File: src/rtl/lss_pkg.sv
package lss_pkg;

    typedef enum logic [2:0] {
        OP_AND  = 3'd0,
        OP_OR   = 3'd1,
        OP_XOR  = 3'd2,
        OP_NOT  = 3'd3,
        OP_SRL  = 3'd4,
        OP_SRA  = 3'd5,
        OP_SLL  = 3'd6,
        OP_SWAP = 3'd7
    } lss_op_e;

    typedef enum logic [1:0] {
        PR_ALWAYS = 2'd0,
        PR_IF_C   = 2'd1,
        PR_IF_NC  = 2'd2,
        PR_ALT    = 2'd3
    } lss_pred_e;

    typedef struct packed {
        logic n;
        logic z;
        logic v;
        logic c;
    } lss_flags_t;

endpackage

File: src/rtl/lss_logic.sv
module lss_logic #(
    parameter int W = 24
) (
    input  lss_pkg::lss_op_e op_i,
    input  logic [W-1:0]     lhs_i,
    input  logic [W-1:0]     rhs_i,
    output logic [W-1:0]     res_o
);
    import lss_pkg::*;

    always_comb begin
        unique case (op_i)
            OP_AND:  res_o = lhs_i & rhs_i;
            OP_OR:   res_o = lhs_i | rhs_i;
            OP_XOR:  res_o = lhs_i ^ rhs_i;
            default: res_o = ~rhs_i;
        endcase
    end

endmodule

File: src/rtl/lss_shift.sv
module lss_shift #(
    parameter int W = 24
) (
    input  logic [W-1:0] val_i,
    input  logic [W-1:0] amt_i,
    input  logic         left_i,
    input  logic         arith_i,
    output logic [W-1:0] res_o
);
    localparam int AW = $clog2(W);

    logic         fill;
    logic         over;
    logic [W-1:0] src_rev;
    logic [W-1:0] out_rev;
    logic [W-1:0] stg [AW+1];
    logic [W-1:0] right_res;

    assign fill = arith_i & ~left_i & val_i[W-1];
    assign over = (|amt_i[W-1:AW]) || (int'(amt_i[AW-1:0]) >= W);

    always_comb begin
        for (int i = 0; i < W; i++) begin
            src_rev[i] = val_i[W-1-i];
        end
    end

    assign stg[0] = left_i ? src_rev : val_i;

    genvar k;
    generate
        for (k = 0; k < AW; k++) begin : g_stage
            assign stg[k+1] = amt_i[k]
                ? {{(1 << k){fill}}, stg[k][W-1:(1 << k)]}
                : stg[k];
        end
    endgenerate

    assign right_res = over ? {W{fill}} : stg[AW];

    always_comb begin
        for (int i = 0; i < W; i++) begin
            out_rev[i] = right_res[W-1-i];
        end
    end

    assign res_o = left_i ? out_rev : right_res;

endmodule

File: src/rtl/lss_unit.sv
module lss_unit #(
    parameter int W     = 24,
    parameter int IMM_W = 7
) (
    input  logic             clk,
    input  logic             rst_n,
    input  logic [2:0]       op_i,
    input  logic             src_imm_i,
    input  logic [W-1:0]     a_i,
    input  logic [W-1:0]     b_i,
    input  logic [IMM_W-1:0] imm_i,
    input  logic [1:0]       pred_i,
    input  logic [3:0]       flags_i,
    output logic [W-1:0]     result_o,
    output logic             wr_en_o,
    output logic [3:0]       flags_o
);
    import lss_pkg::*;

    typedef struct packed {
        logic [W-1:0] res;
        logic         wr;
        lss_flags_t   flg;
    } lss_state_t;

    lss_op_e    op;
    lss_pred_e  pred;
    lss_flags_t flg_in;
    logic [W-1:0] imm_sx;
    logic [W-1:0] imm_zx;
    logic [W-1:0] opnd_b;
    logic [W-1:0] amt;
    logic [W-1:0] logic_res;
    logic [W-1:0] shift_res;
    logic         is_logic;
    logic         cond_ok;
    lss_state_t   st_d;
    lss_state_t   st_q;

    assign op     = lss_op_e'(op_i);
    assign pred   = lss_pred_e'(pred_i);
    assign flg_in = lss_flags_t'(flags_i);
    assign imm_sx = {{(W-IMM_W){imm_i[IMM_W-1]}}, imm_i};
    assign imm_zx = {{(W-IMM_W){1'b0}}, imm_i};
    assign opnd_b = src_imm_i ? imm_sx : b_i;
    assign amt    = src_imm_i ? imm_zx : b_i;
    assign is_logic = (op_i[2] == 1'b0);

    lss_logic #(.W(W)) i_logic (
        .op_i  (op),
        .lhs_i (a_i),
        .rhs_i (opnd_b),
        .res_o (logic_res)
    );

    lss_shift #(.W(W)) i_shift (
        .val_i   (a_i),
        .amt_i   (amt),
        .left_i  (op == OP_SLL),
        .arith_i (op == OP_SRA),
        .res_o   (shift_res)
    );

    always_comb begin
        unique case (pred)
            PR_IF_C:  cond_ok = flg_in.c;
            PR_IF_NC: cond_ok = ~flg_in.c;
            default:  cond_ok = 1'b1;
        endcase
        if (!is_logic || src_imm_i) begin
            cond_ok = 1'b1;
        end
    end

    always_comb begin
        st_d     = '0;
        st_d.flg = flg_in;
        if (op == OP_SWAP) begin
            st_d.res = {{(W-16){1'b0}}, b_i[7:0], b_i[15:8]};
            st_d.wr  = 1'b1;
        end else if (cond_ok) begin
            st_d.res   = is_logic ? logic_res : shift_res;
            st_d.wr    = 1'b1;
            st_d.flg.n = st_d.res[W-1];
            st_d.flg.z = (st_d.res == '0);
            st_d.flg.v = 1'b0;
        end
    end

    always_ff @(posedge clk) begin
        if (!rst_n) begin
            st_q <= '0;
        end else begin
            st_q <= st_d;
        end
    end

    assign result_o = st_q.res;
    assign wr_en_o  = st_q.wr;
    assign flags_o  = st_q.flg;

    logic past_ok_q;
    always_ff @(posedge clk) begin
        if (!rst_n) past_ok_q <= 1'b0;
        else        past_ok_q <= 1'b1;
    end


    cancel_quiet_chk: assert property (@(posedge clk) disable iff (!rst_n)
        (past_ok_q && !wr_en_o) |-> (result_o == '0 && flags_o == $past(flags_i)));


    carry_keep_chk: assert property (@(posedge clk) disable iff (!rst_n)
        past_ok_q |-> (flags_o[0] == $past(flags_i[0])));


    zero_flag_chk: assert property (@(posedge clk) disable iff (!rst_n)
        (past_ok_q && wr_en_o && $past(op_i) != 3'd7)
            |-> (flags_o[2] == (result_o == '0) && flags_o[1] == 1'b0));


    swap_high_chk: assert property (@(posedge clk) disable iff (!rst_n)
        (past_ok_q && $past(op_i) == 3'd7)
            |-> (result_o[W-1:16] == '0 && wr_en_o && flags_o == $past(flags_i)));


    no_pred_chk: assert property (@(posedge clk) disable iff (!rst_n)
        (past_ok_q && ($past(op_i[2]) || $past(src_imm_i))) |-> wr_en_o);

endmodule

File: config.mk
export PLATFORM = sky130hd
export DESIGN_NAME = lss_unit
export DESIGN_NICKNAME = d
export VERILOG_FILES = /design/src/rtl/lss_pkg.sv /design/src/rtl/lss_logic.sv /design/src/rtl/lss_shift.sv /design/src/rtl/lss_unit.sv
export SDC_FILE = /design/constraint.sdc
export NUM_CORES = 1
export LEC_CHECK = 0
export ABC_AREA = 1
export BUFFER_PORTS_ARGS = -buffer_cell sky130_fd_sc_hd__buf_4
export CAP_MARGIN = 20
export CORE_ASPECT_RATIO = 2
export CORE_MARGIN = 2
export CORE_UTILIZATION = 29
export CTS_CLUSTER_DIAMETER = 100
export CTS_CLUSTER_SIZE = 28
export DETAILED_ROUTE_END_ITERATION = 7
export GPL_ROUTABILITY_DRIVEN = 0
export GPL_TIMING_DRIVEN = 0
export PLACE_DENSITY = 0.58
export SYNTH_ARGS = -nofsm -noshare
export SYNTH_HDL_FRONTEND = slang
export SYNTH_SLANG_ARGS = --single-unit
File: constraint.sdc
create_clock -name clk -period 3.85 [get_ports clk]
set_input_delay 0.1925 -clock clk [delete_from_list [all_inputs] [get_ports clk]]
set_output_delay 0.1925 -clock clk [all_outputs]
set_load 0.01 [all_outputs]
# Word-level counts from Yosys, hierarchy flattened
# Cells that the tools add are included.
[op_classes]
order_cmp = 1
eq_ne = 7
muxes = 17
n_bitwise = 10
reduce_logical = 6
[ops]
columns = ["cell", "n"]
rows = [
  ["24-bit two-way mux", 11],
  ["24-bit case mux with 3 select lines", 1],
  ["24-bit bitwise AND", 1],
  ["24-bit zero test", 1],
  ["24-bit inverter", 1],
  ["24-bit OR", 1],
  ["24-bit XOR", 1],
  ["20-bit two-way mux", 1],
  ["19-bit OR reduction", 1],
  ["17-bit two-way mux", 1],
  ["3-bit equality test (second input constant)", 3],
  ["5-bit >= comparator (second input constant)", 1],
  ["1-bit inverter", 4],
  ["3-bit by 1-bit equality test with 1-bit output (second input constant)", 1],
  ["3-bit by 2-bit equality test with 1-bit output (second input constant)", 1],
  ["3-bit zero test", 1],
  ["3-bit two-way mux", 1],
  ["3-bit OR reduction", 1],
  ["1-bit bitwise AND", 2],
  ["2-bit by 1-bit equality test with 1-bit output (second input constant)", 1],
  ["2-bit equality test (second input constant)", 1],
  ["1-bit logical OR", 2],
  ["1-bit case mux with 2 select lines", 1],
  ["1-bit two-way mux", 1],
]
[word_totals]
regBits = 29
in_bits = 67
output_inout_bits = 29

# Logic depth before layout (Yosys ltp)
[logic_depth]
word_depth = 15
depth_mapped = 22

# Hierarchy
# A second synthesis with hierarchy kept.
[unflattened]
cells_unflattened = 991
area_unflattened_um2 = 5642.9
[modules_own_cells]
columns = ["mod", "n_inst", "cells_per_inst", "area_each_um2"]
rows = [
  ["lss_shift", 1, 449, 2108.3],
  ["lss_unit", 1, 302, 1780.5],
  ["lss_logic", 1, 240, 1754.2],
]

# Least setup slack after synthesis
# OpenSTA, ideal clock, no wires.
[synth_timing]
kind = "input port to flip-flop"
startpoint = "input port src_imm_i"
endpoint = "register st_q (netlist bit flags_o[2])"
setup_time_ns = 0.066
t_arrival_ns = 2.118
setup_slack_ns = 1.666
stages = 16
path_buffers = 3
cell_sequence = "buf_6 buf_12 nand2_1 nand2_1 clkinv_1 clkbuf_1 ha_1 nand3_1 o21ai_0 a221oi_1 nand3_1 nor2_1 nand3_1 nor2_2 nand2_1 a21oi_2"
[synth_between]
elab_chain_len = 12
word_cells_on_any_way = 23
classes_between = "order compare (1); mux (14); bitwise (4); reduce/logical (4)"
[synth_rtl]
columns = ["element", "line_no", "rtl"]
rows = [
  ["start: declaration", "lss_unit.sv:8", "input logic src_imm_i,"],
  ["24-bit two-way mux", "lss_unit.sv:46", "assign amt = src_imm_i ? imm_zx : b_i;"],
  ["24-bit two-way mux (5 in series)", "lss_shift.sv:34", "? {{(1 << k){fill}}, stg[k][W-1:(1 << k)]}"],
  ["24-bit two-way mux", "lss_shift.sv:39", "assign right_res = over ? {W{fill}} : stg[AW];"],
  ["24-bit two-way mux", "lss_shift.sv:47", "assign res_o = left_i ? out_rev : right_res;"],
  ["24-bit two-way mux", "lss_unit.sv:82", "st_d.res = is_logic ? logic_res : shift_res;"],
  ["24-bit zero test", "lss_unit.sv:85", "st_d.flg.z = (st_d.res == '0);"],
  ["20-bit two-way mux *", "lss_unit.sv:81", "end else if (cond_ok) begin"],
  ["3-bit two-way mux *", "lss_unit.sv:78", "if (op == OP_SWAP) begin"],
  ["end signal: assignment", "lss_unit.sv:94", "st_q <= st_d;"],
  ["end: declaration", "lss_unit.sv:38", "lss_state_t st_q;"],
]
# Every way passes the cells marked *; elsewhere a longest branch is shown, timed or not.
# A chain may end at the register's enable or synchronous reset.

# Worst setup path after layout
# Same ends and word-level chain as after synthesis.

==> flow_metrics.env <==
export IMPL_holdBufCountCts=0
export IMPL_crit_fanout=10
export IMPL_power_mw=1.540
export IMPL_place_detailed_hpwl_microns=19280
export IMPL_die_area_sq_um=18940
export IMPL_num_nets_final=1147
export IMPL_grt_pass1_vias=6664
export IMPL_syn_cell_area_sq_um=5159
export IMPL_netlist_instances=929
export IMPL_route_detailed_drc=0
export IMPL_drv_cap=0
export IMPL_syn_avg_cell_area_sq_um=5.553
export IMPL_drt_total_wl_microns=23400
export IMPL_async_flop_share=0
export IMPL_preCtsSetupSlack_ns=0.9286
export IMPL_rsz0062_at_grt="false"
export IMPL_initial_core_util=0.2929
export IMPL_area_delta_synth_final_pct=22.19
export IMPL_tightest_slew_ns=0.5896
export IMPL_synthTopCellsByArea="nand3_1 24%, nand2_1 20%, ha_1 12%, dfxtp_1 11%, inv_1 5.3%"
export IMPL_ys_ff_latch=29
export IMPL_synth_area_leader_cell="nand3_1"
export IMPL_grt_pass1_wl_microns=35930
export IMPL_clkSlewWorstSetupHoldPaths_ns=0.05
export IMPL_report_final_slew_viol_count=0
export IMPL_io_pins=96
export IMPL_cts_sinks=29
export IMPL_post_route_period_util=0.7068
export IMPL_worst_setup_path_start_kind="primary input"
export IMPL_placed_cell_area_sq_um=6131
export IMPL_setup_viol=0
export IMPL_hold_class="in2reg"
export IMPL_overflow=0
export IMPL_fin_setup_tns_ns=0
export IMPL_port_buffers=94
export IMPL_drive_above_1_share=0.1503
export IMPL_arrival_ns=2.93
export IMPL_antenna_cells=0
export IMPL_worstSetupEndpointType="flip-flop"
export IMPL_vias_per_cell=5.682
export IMPL_finalHoldViolations=0
export IMPL_root_buffer="clkbuf_16"
export IMPL_ant_nets=0
export IMPL_groute_usage_overall=0.2398
export IMPL_worstPathRequired_ns=4.06
export IMPL_die_x_microns=98.31
export IMPL_htreeDepth=2
export IMPL_stdcell_area_sq_um=6304
export IMPL_grt_max_degree=11
export IMPL_relSlewSlack=0.6069
export IMPL_whs_ns=0.1132
export IMPL_synthesis_nets=1046
export IMPL_timing_final_crit_period_ns=2.721
export IMPL_fin_ws_ns=1.129
export IMPL_first_pass_iters=7
export IMPL_vias=7069
export IMPL_die_height_microns=192.6
export IMPL_critPathKind="in2reg"
export IMPL_fmax_mhz=367.5
export IMPL_ctsResizeCount=0
export IMPL_row_count=69
export IMPL_outcome="finished, final reports clean"
export IMPL_synth_edff_count=0
export IMPL_yosysWarningCount=0
export IMPL_yosysUniqueCellTypes=37
export IMPL_antenna_found_initial=0
export IMPL_yosysSeqAreaShare=0.1125
export IMPL_pwr_density_cell_nw_per_um2=244.4
export IMPL_post_cts_buffers=0
export IMPL_synth_ff_type="dfxtp_1"
export IMPL_p_leak_nw=3.249
export IMPL_ir_worst_vdd_mv=0.1852
export IMPL_yosysTopAreaCellShare=0.2367
export IMPL_drtIter0Drc=603
export IMPL_cts_buffers=5
export IMPL_cts_tree="yes"
export IMPL_core_sq_um=17610
export IMPL_routedWlPerCell_microns=18.81
export IMPL_clock_path_buffers=2
-- final timing paths --
check,from,endpoint,depth (start not counted)
max,src_imm_i,flags_o[2]$_SDFF_PN0_,17
min,flags_i[0],flags_o[0]$_SDFF_PN0_,3
-- flip-flops by register name, indices dropped and copies added, names as in the netlist --
signal    flops
wr_en_o       1
result_o     24
flags_o       4
-- cell families after synthesis --
group,share of synthesized area
buf+inv,0.1208
simple gates,0.5173
fa+ha+maj,0.1213
mux,0.002183
compound gates,0.1259
flops,0.1125
-- critical path, cell delays in order --
cell and delay [ns]:
buf_6 0.12, inv_2 0.12, buf_6 0.15, clkbuf_1 0.34
a21oi_1 0.21, ha_1 0.32, nand3_1 0.08, o211ai_1 0.09
o21ai_0 0.39, nand2_1 0.11, nor2_1 0.26, nand2_1 0.09
nor2_1 0.10, nand2_1 0.07, nor2_2 0.07, nand2_1 0.08
a21oi_2 0.12
-- cells in the mapped netlist, types with 12 or more instances --
master     instances
inv_1             73
nand2_1          270
o2111ai_1         12
nand3_1          244
clkbuf_1          23
dfxtp_1           29
ha_1              50
nand4_1           15
a21oi_1           23
nor2_1            67
buf_2             26
o21ai_0           29
o211ai_1          21
-- routing by layer --
| layer | share of wire | vias up | track usage |
|---|---|---|---|
| li1 | - | 3334 | - |
| met1 | 0.39 | 3223 | 0.3007 |
| met2 | 0.46 | 421 | 0.3925 |
| met3 | 0.086 | 91 | 0.03006 |
| met4 | 0.067 | 0 | 0.1380 |
| met5 | 0 | - | 0 |
-- stage by stage --
step             util  std cells
3_3_place_gp   0.3481       1236
4_1_cts        0.3579       1244
6_report       0.3579       1244
2_1_floorplan       -        929
3_5_place_dp   0.3481       1236
5_1_grt        0.3579       1244
-- cell type report --
class / instances / area (sq um)
sequential: 29 / 580.6
fill: 2006 / 11310
tap: 213 / 266.5
timing repair buffer: 94 / 705.7
inverter: 81 / 304.0
clock inverter: 1 / 30.03
clock buffer: 7 / 142.6
multi-input combinational: 758 / 3955
buffer: 61 / 319.1
-- report_power, final --
part	internal (mW)	switching (mW)	total, mW
Clock	0.322	0.127	0.449
Combinational	0.263	0.500	0.763
Sequential	0.322	0.00659	0.328
-- layout by cell type (no fill, tap or decap), types with 2 or more instances in the layout --
cell type  count
nand2_1      270
nor2_2         3
buf_2         26
nand4_1       15
o211ai_1      21
clkbuf_16      5
inv_2          6
a21oi_1       23
inv_1         73
ha_1          50
a221oi_1       3
a22o_1         2
o2111ai_1     12
nand2_2        2
clkbuf_1      24
nor2_1        67
dfxtp_1       29
clkinv_1       2
o21ai_0       29
buf_4         99
o22ai_1        3
buf_6          3
buf_1          3
nand3_1      244
o21ai_4        2
Note: power is estimated with default switching activity, not from simulation.
